**src/rtl/fifo_pkg.sv**
```systemverilog
// Package: shared types for the strobe FIFO.
// Assumes: nothing beyond IEEE 1800-2017.
package fifo_pkg;

    // Which transition of a strobe counts as its active edge
    typedef enum logic {
        EDGE_RISE = 1'b0,
        EDGE_FALL = 1'b1
    } edge_kind_t;

endpackage

```
**src/rtl/strobe_edge.sv**
```systemverilog
// Module: strobe_edge
// Brings an asynchronous strobe into the clock domain through two flops
// and emits a one-cycle pulse on the chosen transition.
// Assumes: the strobe holds each level for at least two clock periods, and
// IDLE is the level the strobe rests at, so reset raises no false edge.
module strobe_edge
    import fifo_pkg::*;
#(
    parameter edge_kind_t KIND = EDGE_FALL,
    parameter logic       IDLE = 1'b0
) (
    input  logic clk,
    input  logic rst_n,
    input  logic strobe_in,
    output logic level_o,
    output logic edge_o
);

    logic meta_q;
    logic sync_q;
    logic prev_q;

    // Synchronizer pair plus history flop for edge detection
    always_ff @(posedge clk) begin
        if (!rst_n) begin
            meta_q <= IDLE;
            sync_q <= IDLE;
            prev_q <= IDLE;
        end else begin
            meta_q <= strobe_in;
            sync_q <= meta_q;
            prev_q <= sync_q;
        end
    end

    assign level_o = sync_q;

    generate
        if (KIND == EDGE_FALL) begin : g_fall
            // Falling transition of the synchronized level
            always_comb edge_o = prev_q & ~sync_q;
        end else begin : g_rise
            // Rising transition of the synchronized level
            always_comb edge_o = ~prev_q & sync_q;
        end
    endgenerate

    // An edge pulse lasts exactly one cycle
    p_edge_single_r2: assert property (@(posedge clk) disable iff (!rst_n)
        edge_o |=> !edge_o);

endmodule

```
**src/rtl/ring_ptr.sv**
```systemverilog
// Module: ring_ptr
// One-hot ring counter used as a FIFO address; rotates one place per advance.
// Assumes: the clear input has priority over the advance input.
module ring_ptr #(
    parameter int DEPTH = 16
) (
    input  logic             clk,
    input  logic             rst_n,
    input  logic             clr_n,
    input  logic             adv,
    output logic [DEPTH-1:0] ptr_o
);

    localparam logic [DEPTH-1:0] HOME = {{(DEPTH-1){1'b0}}, 1'b1};

    logic [DEPTH-1:0] ptr_q;

    // Rotate the single hot bit toward the MSB, wrapping to bit 0
    always_ff @(posedge clk) begin
        if (!rst_n || !clr_n) begin
            ptr_q <= HOME;
        end else if (adv) begin
            ptr_q <= {ptr_q[DEPTH-2:0], ptr_q[DEPTH-1]};
        end
    end

    assign ptr_o = ptr_q;

    // Exactly one position is ever selected
    p_onehot_r1: assert property (@(posedge clk) disable iff (!rst_n)
        $countones(ptr_q) == 1);

    // Clear returns the ring to position 0
    p_clear_home_r8: assert property (@(posedge clk) disable iff (!rst_n)
        !clr_n |=> ptr_q == HOME);

endmodule

```
**src/rtl/word_store.sv**
```systemverilog
// Module: word_store
// Register-file storage with one-hot write and read selects; read is combinational.
// Assumes: wr_sel and rd_sel are one-hot; contents need no reset.
module word_store #(
    parameter int DEPTH = 16,
    parameter int WIDTH = 4
) (
    input  logic             clk,
    input  logic             wr_en,
    input  logic [DEPTH-1:0] wr_sel,
    input  logic [WIDTH-1:0] wr_data,
    input  logic [DEPTH-1:0] rd_sel,
    output logic [WIDTH-1:0] rd_data
);

    logic [WIDTH-1:0] mem_q [DEPTH];

    // Write the selected word when enabled
    always_ff @(posedge clk) begin
        for (int i = 0; i < DEPTH; i++) begin
            if (wr_en && wr_sel[i]) mem_q[i] <= wr_data;
        end
    end

    // AND-OR read multiplexer driven by the one-hot read select
    always_comb begin
        rd_data = '0;
        for (int i = 0; i < DEPTH; i++) begin
            rd_data = rd_data | (mem_q[i] & {WIDTH{rd_sel[i]}});
        end
    end

endmodule

```
**src/rtl/strobe_fifo.sv**
```systemverilog
// Module: strobe_fifo (top)
// Fall-through FIFO filled by a falling load strobe and drained by a rising
// unload strobe, both sampled by the system clock. An occupancy counter
// distinguishes full from empty beside the one-hot address rings.
// Assumes: strobes hold each level for at least two clock periods, and din
// is stable from the load strobe's fall until three clock edges later.
module strobe_fifo
    import fifo_pkg::*;
#(
    parameter int DEPTH = 16,
    parameter int WIDTH = 4
) (
    input  logic             clk,
    input  logic             rst_n,
    input  logic             clr_n,
    input  logic             ld_stb,
    input  logic             un_stb,
    input  logic [WIDTH-1:0] din,
    input  logic             oe,
    output logic [WIDTH-1:0] dout,
    output logic             dout_en,
    output logic             in_rdy,
    output logic             out_rdy
);

    localparam int CW = $clog2(DEPTH + 1);
    localparam logic [CW-1:0] FULL_CNT = CW'(DEPTH);

    logic             ld_lvl, ld_edge;
    logic             un_lvl, un_edge;
    logic [DEPTH-1:0] wr_ptr, rd_ptr;
    logic [WIDTH-1:0] head_word;
    logic [CW-1:0]    cnt_q;
    logic             full, empty;
    logic             wr_acc, rd_acc;

    strobe_edge #(.KIND(EDGE_FALL), .IDLE(1'b0)) u_ld_edge (
        .clk(clk), .rst_n(rst_n), .strobe_in(ld_stb),
        .level_o(ld_lvl), .edge_o(ld_edge)
    );

    strobe_edge #(.KIND(EDGE_RISE), .IDLE(1'b1)) u_un_edge (
        .clk(clk), .rst_n(rst_n), .strobe_in(un_stb),
        .level_o(un_lvl), .edge_o(un_edge)
    );

    // Accept decisions based on the occupancy before this cycle
    always_comb begin
        full   = (cnt_q == FULL_CNT);
        empty  = (cnt_q == '0);
        wr_acc = clr_n & ld_edge & ~full;
        rd_acc = clr_n & un_edge & ~empty;
    end

    ring_ptr #(.DEPTH(DEPTH)) u_wr_ring (
        .clk(clk), .rst_n(rst_n), .clr_n(clr_n), .adv(wr_acc), .ptr_o(wr_ptr)
    );

    ring_ptr #(.DEPTH(DEPTH)) u_rd_ring (
        .clk(clk), .rst_n(rst_n), .clr_n(clr_n), .adv(rd_acc), .ptr_o(rd_ptr)
    );

    word_store #(.DEPTH(DEPTH), .WIDTH(WIDTH)) u_store (
        .clk(clk), .wr_en(wr_acc), .wr_sel(wr_ptr), .wr_data(din),
        .rd_sel(rd_ptr), .rd_data(head_word)
    );

    // Occupancy: +1 per accepted write, -1 per accepted read
    always_ff @(posedge clk) begin
        if (!rst_n || !clr_n) begin
            cnt_q <= '0;
        end else begin
            cnt_q <= cnt_q + CW'(wr_acc) - CW'(rd_acc);
        end
    end

    // Output drive and level-qualified status flags
    always_comb begin
        dout    = (oe && !empty) ? head_word : '0;
        dout_en = oe;
        in_rdy  = ~full & ~ld_lvl;
        out_rdy = ~empty & un_lvl;
    end

    // A load edge while full changes neither count nor write ring
    p_no_overflow_r4: assert property (@(posedge clk) disable iff (!rst_n)
        (clr_n && full && ld_edge && !un_edge) |=> (cnt_q == FULL_CNT) && $stable(wr_ptr));

    // An unload edge while empty changes neither count nor read ring
    p_no_underflow_r5: assert property (@(posedge clk) disable iff (!rst_n)
        (clr_n && empty && un_edge && !ld_edge) |=> (cnt_q == '0) && $stable(rd_ptr));

    // Coincident edges in the middle range keep the count
    p_both_edges_r10: assert property (@(posedge clk) disable iff (!rst_n)
        (clr_n && !full && !empty && ld_edge && un_edge) |=> $stable(cnt_q));

    // After a clear nothing is reported as readable
    p_clear_flags_r8: assert property (@(posedge clk) disable iff (!rst_n)
        !clr_n |=> !out_rdy && dout == '0);

    // Occupancy never exceeds the depth
    p_cnt_bound_r1: assert property (@(posedge clk) disable iff (!rst_n)
        cnt_q <= FULL_CNT);

endmodule

```
**config.mk**
```make
export PLATFORM = sky130hd
export DESIGN_NAME = strobe_fifo
export DESIGN_NICKNAME = d
export VERILOG_FILES = /design/src/rtl/fifo_pkg.sv /design/src/rtl/strobe_edge.sv /design/src/rtl/ring_ptr.sv /design/src/rtl/word_store.sv /design/src/rtl/strobe_fifo.sv
export SDC_FILE = /design/constraint.sdc
export NUM_CORES = 1
export LEC_CHECK = 0
export BUFFER_PORTS_ARGS = -buffer_cell sky130_fd_sc_hd__buf_2
export CAP_MARGIN = 40
export CORE_MARGIN = 3
export CORE_UTILIZATION = 42
export CTS_CLUSTER_SIZE = 30
export DETAILED_ROUTE_END_ITERATION = 7
export PLACE_DENSITY_LB_ADDON = 0.05
export SYNTH_ARGS = -nofsm -noshare
export SYNTH_HDL_FRONTEND = slang
export SYNTH_HIERARCHICAL = 1
export SYNTH_SLANG_ARGS = --single-unit
```
**constraint.sdc**
```tcl
create_clock -name clk -period 2.7 [get_ports clk]
set_clock_uncertainty 0.05 [all_clocks]
set_input_delay 0.405 -clock clk [delete_from_list [all_inputs] [get_ports clk]]
set_output_delay 0.405 -clock clk [all_outputs]
set_load 0.01 [all_outputs]
```
# After elaboration in Yosys (flattened, before gate mapping)
# Memory sizes are Yosys's and may differ from the RTL's.
# Cells that the tools add are included.
# op_classes
addsub	2
n_eq_ne	1
muxes	33
bitwise_logic	43
reduce_logical	22
# op_table
cell	n
AND 4 bit	16
bitwise OR 4 bit	15
two-way mux 1 bit	32
logical AND 1 bit	17
AND 1 bit	8
adder 5 x 1 -> 5 bit	1
equality test 5 bit, second input constant	1
zero test 5 bit	1
subtractor 5 x 1 -> 5 bit	1
two-way mux 4 bit	1
inverter 1 bit	4
zero test 1 bit	3
logical OR 1 bit	1
# totals
register_bits	43
mem_bits_rw	64
inputBits	10
out_inout_bits	7
word_cells	111
mem_count	1
# memory_table
memory	words	width	rd	rd_ports_with_merged_regs	write_ports	line_no	rtl
u_store.mem_q	16	4	16	0	16	word_store.sv:16	logic [WIDTH-1:0] mem_q [DEPTH];

# Longest topological paths before layout
# Gate-level depths: netlist of run 1.
# depth
word_depth	17
ltp_mapped	12
mapped_depth_nobuf	12

# By module
# The synthesis of run 1 kept the hierarchy.
# modules_own_cells
mod	n_inst	cells_per_inst	area_per_inst_um2	seq_area_each_um2
word_store	1	117	2349.8	1921.8
ring_ptr	2	52	581.8	320.3
strobe_fifo	1	49	412.9	100.1
strobe_edge (u_un_edge)	1	7	92.6	60.1
strobe_edge (u_ld_edge)	1	7	88.8	60.1

# Worst setup path before layout of run 1
# OpenSTA, ideal clock, no wires.
# synth_timing
path_type	reg-to-reg
from	register cnt_q[3]
to	register cnt_q[4]
setup_ps	121
arrival_time_ps	2222
required_time_ps	2529
setup_slack_ps	307
path_stages_with_launch	12
path_buffers	0
period_less_slack_ps	2393
cell_sequence	dfxtp_1 -> inv_1 -> ha_1 -> nor4b_2 -> nor2_1 -> ha_1 -> inv_1 -> ha_1 -> fa_1 -> a21oi_1 -> o21bai_1 -> mux2_2
# synth_between
word_cells_on_any_way	8
classes_between	add/sub: 2; eq/ne: 1; bitwise: 4; reduce/logical: 1
# synth_lines
element	line_no	rtl
from (decl)	strobe_fifo.sv:33	logic [CW-1:0] cnt_q;
from (signal assigned)	strobe_fifo.sv:73	cnt_q <= cnt_q + CW'(wr_acc) - CW'(rd_acc);
zero test 5 bit	strobe_fifo.sv:50	empty = (cnt_q == '0);
inverter 1 bit	strobe_fifo.sv:52	rd_acc = clr_n & un_edge & ~empty;
AND 1 bit	strobe_fifo.sv:52	
via rd_acc	strobe_fifo.sv:35	logic wr_acc, rd_acc;
subtractor 5 x 1 -> 5 bit	strobe_fifo.sv:73	
# The timed path passes the listed nets, and every way through them passes these cells.
# A chain may end at the register's enable or synchronous reset.

# Worst setup path after layout of run 1
# layout_timing
from	register cnt_q[2]
to	register cnt_q[4]
# layout_between
elab_chain_cells	5
word_cells_on_any_way	8
classes_between	add/sub: 2; eq/ne: 1; bitwise: 4; reduce/logical: 1
# layout_rtl
element	line_no	rtl
equality test 5 bit	strobe_fifo.sv:49	full = (cnt_q == FULL_CNT);
inverter 1 bit	strobe_fifo.sv:51	wr_acc = clr_n & ld_edge & ~full;
AND 1 bit	strobe_fifo.sv:51	
adder 5 x 1 -> 5 bit	strobe_fifo.sv:73	
subtractor 5 x 1 -> 5 bit (*)	strobe_fifo.sv:73	
# Mark *: on every way between the ends. The rest lies on a longest branch, timed or not.

==> flow_summary.toml, run 1 <==
[status]
outcome = "complete, no violations"

[clock_network]
cts_resized = 0
clockRootBuffer = "clkbuf_8"
path_clk_slew_ns = 0.09
cts_buffer_depth = 2
cts_setup_buffers = 0
htreeDepth = 3
clock-sinks = 107
worstSkewPairLatency_ns = 0.35
ctsHoldBuffers = 0
cts_tree = "yes"
cts_inserted_buffers = 9

[place]
portBuffers = 16
placed_cells = 424
dp_hpwl_microns = 5490
globalplace.congestion = 0.747
postPlaceCellArea_sq_mm = 0.00429

[cells_and_area]
drive_gt1_share_pct = 12.9
n_antenna_cell = 0
nets = 323
fill_cells = 892
layout.cells.non_filler = 440
area_growth_pct = 8.22
design_area_sq_mm = 0.00445
final_cell_mix = "edfxtp_1 (64), dfxtp_1 (43), nor2_1 (33), mux2i_1 (32), and2_1 (22)"
final_common_cell = "edfxtp_1"

[logic_synthesis]
synth-edff-count = 64
async_flop_share_pct = 0
ys_warn_count = 6
syn_area_sq_mm = 0.00411
syn_inst = 284
ys_types = 32
ys_ff_latch = 107
synth_seq_area_share_pct = 67.7
synth.avg_cell_area_sq_um = 14.5
ys.flop_type = "edfxtp_1"
syn-num-nets = 301

[sta]
hold_violations = 0
max_freq_mhz = 400
slew_headroom_pct = 58.2
worst_pin_slew_ns = 0.625
rsz0062_at_grt = "no"
setup_viol = 0
period_minus_slack_ns = 2.50
fin_crit_sh_pct = 92.6
finalSetupTns_ns = 0
drv_slew = 0

[power_and_ir_drop]
leakage_nw = 1.46
pwr-share-seq_pct = 66.5
switchingPower_w = 0.000522
p_sw_share_pct = 20.1
intPower_w = 0.00208
ir_worst_vdd_v = 0.000216
p_per_area_mw_per_mm2 = 585
power_frac_comb_pct = 1.9
p_clk_share_pct = 31.5
total_power_w = 0.00260

[drt]
vias = 2243
final_antenna_net_count = 0
drtPass1Iterations = 4
post_drt_wl_per_cell_microns = 17.7
routed_wl_microns = 7770
drc = 0
drtIter0Drc = 95
viasPerCell = 5.10

[floorplanning]
die_area_sq_mm = 0.0110
rows = 35
coreArea_sq_mm = 0.00937
die_w_microns = 105
boundaryPins = 17
die_h_microns = 105
start_util_pct = 43.8

[critical_path]
worst-path-stages = 12
crit_arrival_ns = 2.69
cp_top_family = "adder cells"
startpoint_type = "register"
cp_max_fo = 2
slowest_delay_ns = 0.41
crit_chain = "inv_1, ha_1, nor3b_1, nand2_1, nand3_1, ha_1, inv_1, ha_1, fa_1, a21oi_1, o21bai_1, mux2_2"
end_kind = "register"
cp.required_ns = 2.89
cp_num_buf_inv = 2
ff2ff_setup_slack_ns = 0.20
crit_top_cell = "ha_1"
rr_worst_depth = 12
crit_path_top_delay_cell = "fa_1"
crit_type = "reg -> reg"

[global_route]
grt_pass1_vias = 2159
grt_use_met3_pct = 4.14
antenna_found_initial = 0
met1_usage_pct = 20.8
grt_overflow_total = 0
use_met2_pct = 22.9
grt.total_usage_pct = 14.8
grt_pass1_wl_microns = 12200
grt_max_degree = 33
grt-busiest-layer = "met2"

[hold_path]
hp-class = "in -> reg"
whs_path_depth = 2

[job]
cap_violations = 0
[synthesized netlist by cell type, types with 3 or more instances]
library cell,n,share of area (%)
mux2i_1,32,7.8
a21oi_1,4,0.49
a221oi_2,3,1.1
nand4_1,4,0.61
nand2_1,5,0.46
dfxtp_1,43,21
ha_1,6,1.8
nand2b_1,3,0.46
nor2_1,34,3.1
and2_1,22,3.4
and3_1,3,0.46
nand3_1,5,0.61
edfxtp_1,64,47
inv_1,5,0.46
a22o_1,16,3.4
a221oi_1,13,2.8
nor2b_1,3,0.46
[power by group through the flow]
stage / logic [W] / registers, W / clock network, W
floorplan: 0.0000224 / 0.00177 / 0
global placement: 0.0000520 / 0.00177 / 0
detailed placement: 0.0000527 / 0.00177 / 0
CTS: 0.0000527 / 0.00173 / 0.000853
global route: 0.0000576 / 0.00173 / 0.000921
finish: 0.0000506 / 0.00173 / 0.000820
[registers in the layout, summed over array words and instances (netlist names)]
register           flops
cnt_q                  5
u_ld_edge/level_o      1
u_ld_edge/meta_q       1
u_ld_edge/prev_q       1
u_rd_ring/ptr_o       16
u_store/mem_q         64
u_un_edge/level_o      1
u_un_edge/meta_q       1
u_un_edge/prev_q       1
u_wr_ring/ptr_o       16
[worst paths after layout]
path | startpoint | to
setup / recovery | cnt_q[2]$_SDFF_PP0_ | cnt_q[4]$_SDFF_PP0_
hold / removal | un_stb | u_un_edge/meta_q$_SDFF_PN1_
setup reg to reg | cnt_q[2]$_SDFF_PP0_ | cnt_q[4]$_SDFF_PP0_
hold reg to reg | u_un_edge/meta_q$_SDFF_PN1_ | u_un_edge/level_o$_SDFF_PN1_
[worst register-to-register path, stage by stage (launching register included)]
cell	delay, ns
dfxtp_1	0.34
inv_1	0.06
ha_1	0.20
nor3b_1	0.15
nand2_1	0.08
nand3_1	0.08
ha_1	0.28
inv_1	0.04
ha_1	0.20
fa_1	0.41
a21oi_1	0.16
o21bai_1	0.08
mux2_2	0.26
[layer usage]
metal | routed length [microns] | part of all wire, %
met2 | 3670 | 47
met1 | 3750 | 48
met3 | 285 | 3.7
met5 | 0 | 0
met4 | 59 | 0.76
[final cells by class]
cell class / count / area [sq um] / share of cell area [%]
sequential: 107 / 2780 / 62.6
multi-input combinational: 164 / 1220 / 27.6
tap: 129 / 161 / 3.63
clock buffer: 13 / 139 / 3.12
timing repair buffer: 19 / 103 / 2.31
inverter: 5 / 18.8 / 0.422
clock inverter: 3 / 16.3 / 0.366
[cells by family after synthesis]
family / Yosys count / synth area share (%)
AOI/OAI and AO/OA: 38 / 8.16
xor gates and xnor gates: 2 / 0.427
adders and majority gates: 7 / 2.31
buffers and inverters: 13 / 2.50
DFF: 107 / 67.7
muxes: 33 / 8.07
and+or+nand+nor: 84 / 10.8
[stage by stage]
stage / hold WS [ns] / setup WS (ns) / util (%)
floorplan: 0.336 / 0.307 / -
global placement: 0.338 / 0.232 / 45.8
detailed placement: 0.349 / 0.190 / 45.8
CTS: 0.174 / 0.184 / 47.4
global route: 0.170 / 0.0205 / 47.4
finish: 0.189 / 0.200 / 47.4
Note: power is estimated with default switching activity, not from simulation.
==> inputs of run 2 (changes only) <==
REMOVE_ABC_BUFFERS = 1   (was unset)
==> run 2 against run 1 <==
Compared with the run above:
- clock-buffer cell count down 2
- largest power group unchanged
- worst setup slack lost 0.0039 ns
- final cell count stayed put
- largest cell class unchanged
- clock power up 27%
- critical endpoint unchanged
- sequential power about the same
- die area unchanged
- cell area up 1.4%
==> flow_summary.toml, run 2 (synthesized netlist as in run 1, its figures left out) <==
[sta]
max_freq_mhz = 399
setup_viol = 0
worst_pin_slew_ns = 0.585
drv_slew = 0
period_minus_slack_ns = 2.50
slew_headroom_pct = 60.9
hold_violations = 0
rsz0062_at_grt = "no"
finalWorstSetupSlack_ns = 0.196
fin_crit_sh_pct = 92.7

[place]
portBuffers = 16
globalplace.congestion = 0.728
dp_hpwl_microns = 5550
placed_cells = 424
place_ws_ns = 0.182

[critical_path]
rr_worst_depth = 11
cp_max_fo = 2
r2r_end = "cnt_q[4]$_SDFF_PP0_"
r2r-start = "cnt_q[3]$_SDFF_PP0_"
end_kind = "register"
crit_type = "reg -> reg"
startpoint = "cnt_q[3]$_SDFF_PP0_"
crit_arrival_ns = 2.70
startpoint_type = "register"
ff2ff_setup_slack_ns = 0.20
endpoint = "cnt_q[4]$_SDFF_PP0_"
cp.required_ns = 2.90

[cells_and_area]
area_growth_pct = 9.75
final_cell_mix = "edfxtp_1 (64), dfxtp_1 (43), nor2_1 (33), mux2i_1 (32), and2_1 (22)"
n_antenna_cell = 0
nets = 323
final_common_cell = "edfxtp_1"
layout.cells.non_filler = 440
drive_gt1_share_pct = 13.5
largest_register = "u_store/mem_q"
largest_reg_flops = 64

[clock_network]
path_clk_slew_ns = 0.09
worstSkewPairLatency_ns = 0.35
clockRootBuffer = "clkbuf_8"
htreeDepth = 3
cts_setup_buffers = 0
cts_inserted_buffers = 9
cts_tree = "yes"
cts_buffer_depth = 2
ctsHoldBuffers = 0
cts_resized = 0
clock-sinks = 107

[status]
outcome = "complete, no violations"

[drt]
drtPass1Iterations = 4
routed_wl_microns = 7750
viasPerCell = 5.05
drtIter0Drc = 82
drc = 0
post_drt_wl_per_cell_microns = 17.6
vias = 2224
final_antenna_net_count = 0

[floorplanning]
coreArea_sq_mm = 0.00937
die_w_microns = 105
rows = 35
start_util_pct = 43.8
die_area_sq_mm = 0.0110
die_h_microns = 105
boundaryPins = 17

[job]
cap_violations = 0

[global_route]
antenna_found_initial = 0
grt_pass1_vias = 2247
grt.total_usage_pct = 14.9
grt_max_degree = 33
grt_overflow_total = 0
grt_pass1_wl_microns = 12400

[hold_path]
whs_path_depth = 2
hp-class = "in -> reg"

[power_and_ir_drop]
ir_worst_vdd_v = 0.000298
leakage_nw = 1.49
p_per_area_mw_per_mm2 = 625
[run 2: cell type report]
type,count,area [sq um]
clock inverters,5,76.3
flip-flops and latches,107,2780
repair buffers,19,103
clock buffers,11,141
inverters,5,18.8
multi-input cells,164,1220
fillers,853,4860
well taps,129,161
[run 2: metrics by stage]
step / area, sq um / power, W / setup TNS [ns] / hold slack (ns) / utilization (%)
finish: 4510 / 0.00282 / 0 / 0.186 / 48.1
global route: 4510 / 0.00292 / 0 / 0.173 / 48.1
CTS: 4510 / 0.00286 / 0 / 0.168 / 48.1
detailed placement: 4290 / 0.00182 / 0 / 0.351 / 45.8
global placement: 4290 / 0.00182 / 0 / 0.340 / 45.8
floorplan: 4020 / 0.00179 / -1.39 / 0.336 / -
[run 2: how the worst min path moves through the flow]
stage / start / to / slack, ns
6_report: un_stb / u_un_edge/meta_q$_SDFF_PN1_ / 0.19
5_1_grt: un_stb / u_un_edge/meta_q$_SDFF_PN1_ / 0.17
2_1_floorplan: u_un_edge/meta_q$_SDFF_PN1_ / u_un_edge/level_o$_SDFF_PN1_ / 0.34
3_5_place_dp: u_un_edge/meta_q$_SDFF_PN1_ / u_un_edge/level_o$_SDFF_PN1_ / 0.35
4_1_cts: un_stb / u_un_edge/meta_q$_SDFF_PN1_ / 0.17
3_3_place_gp: u_un_edge/meta_q$_SDFF_PN1_ / u_un_edge/level_o$_SDFF_PN1_ / 0.34
[run 2: where the power goes]
group	internal, W	total (W)	switching [W]
Combinational	0.0000144	0.0000500	0.0000356
Clock	0.000544	0.00104	0.000493
Sequential	0.00173	0.00173	0.00000194
Total	0.00229	0.00282	0.000531
[run 2: worst max-delay path: stages, from the launching register on]
cell and delay, ns:
dfxtp_1 0.33, inv_1 0.08, ha_1 0.15, nor4b_2 0.29, nor2_2 0.09, ha_1 0.28
inv_1 0.04, ha_1 0.19, fa_1 0.41, a21oi_1 0.16, o21bai_1 0.08, mux2_2 0.27
[run 2: routing by layer]
metal	track usage [%]	vias up	wire, microns
li1	-	1101	-
met2	23.4	32	3660
met1	20.5	1086	3740
met3	3.95	5	302
met4	3.94	0	50
met5	0	-	0
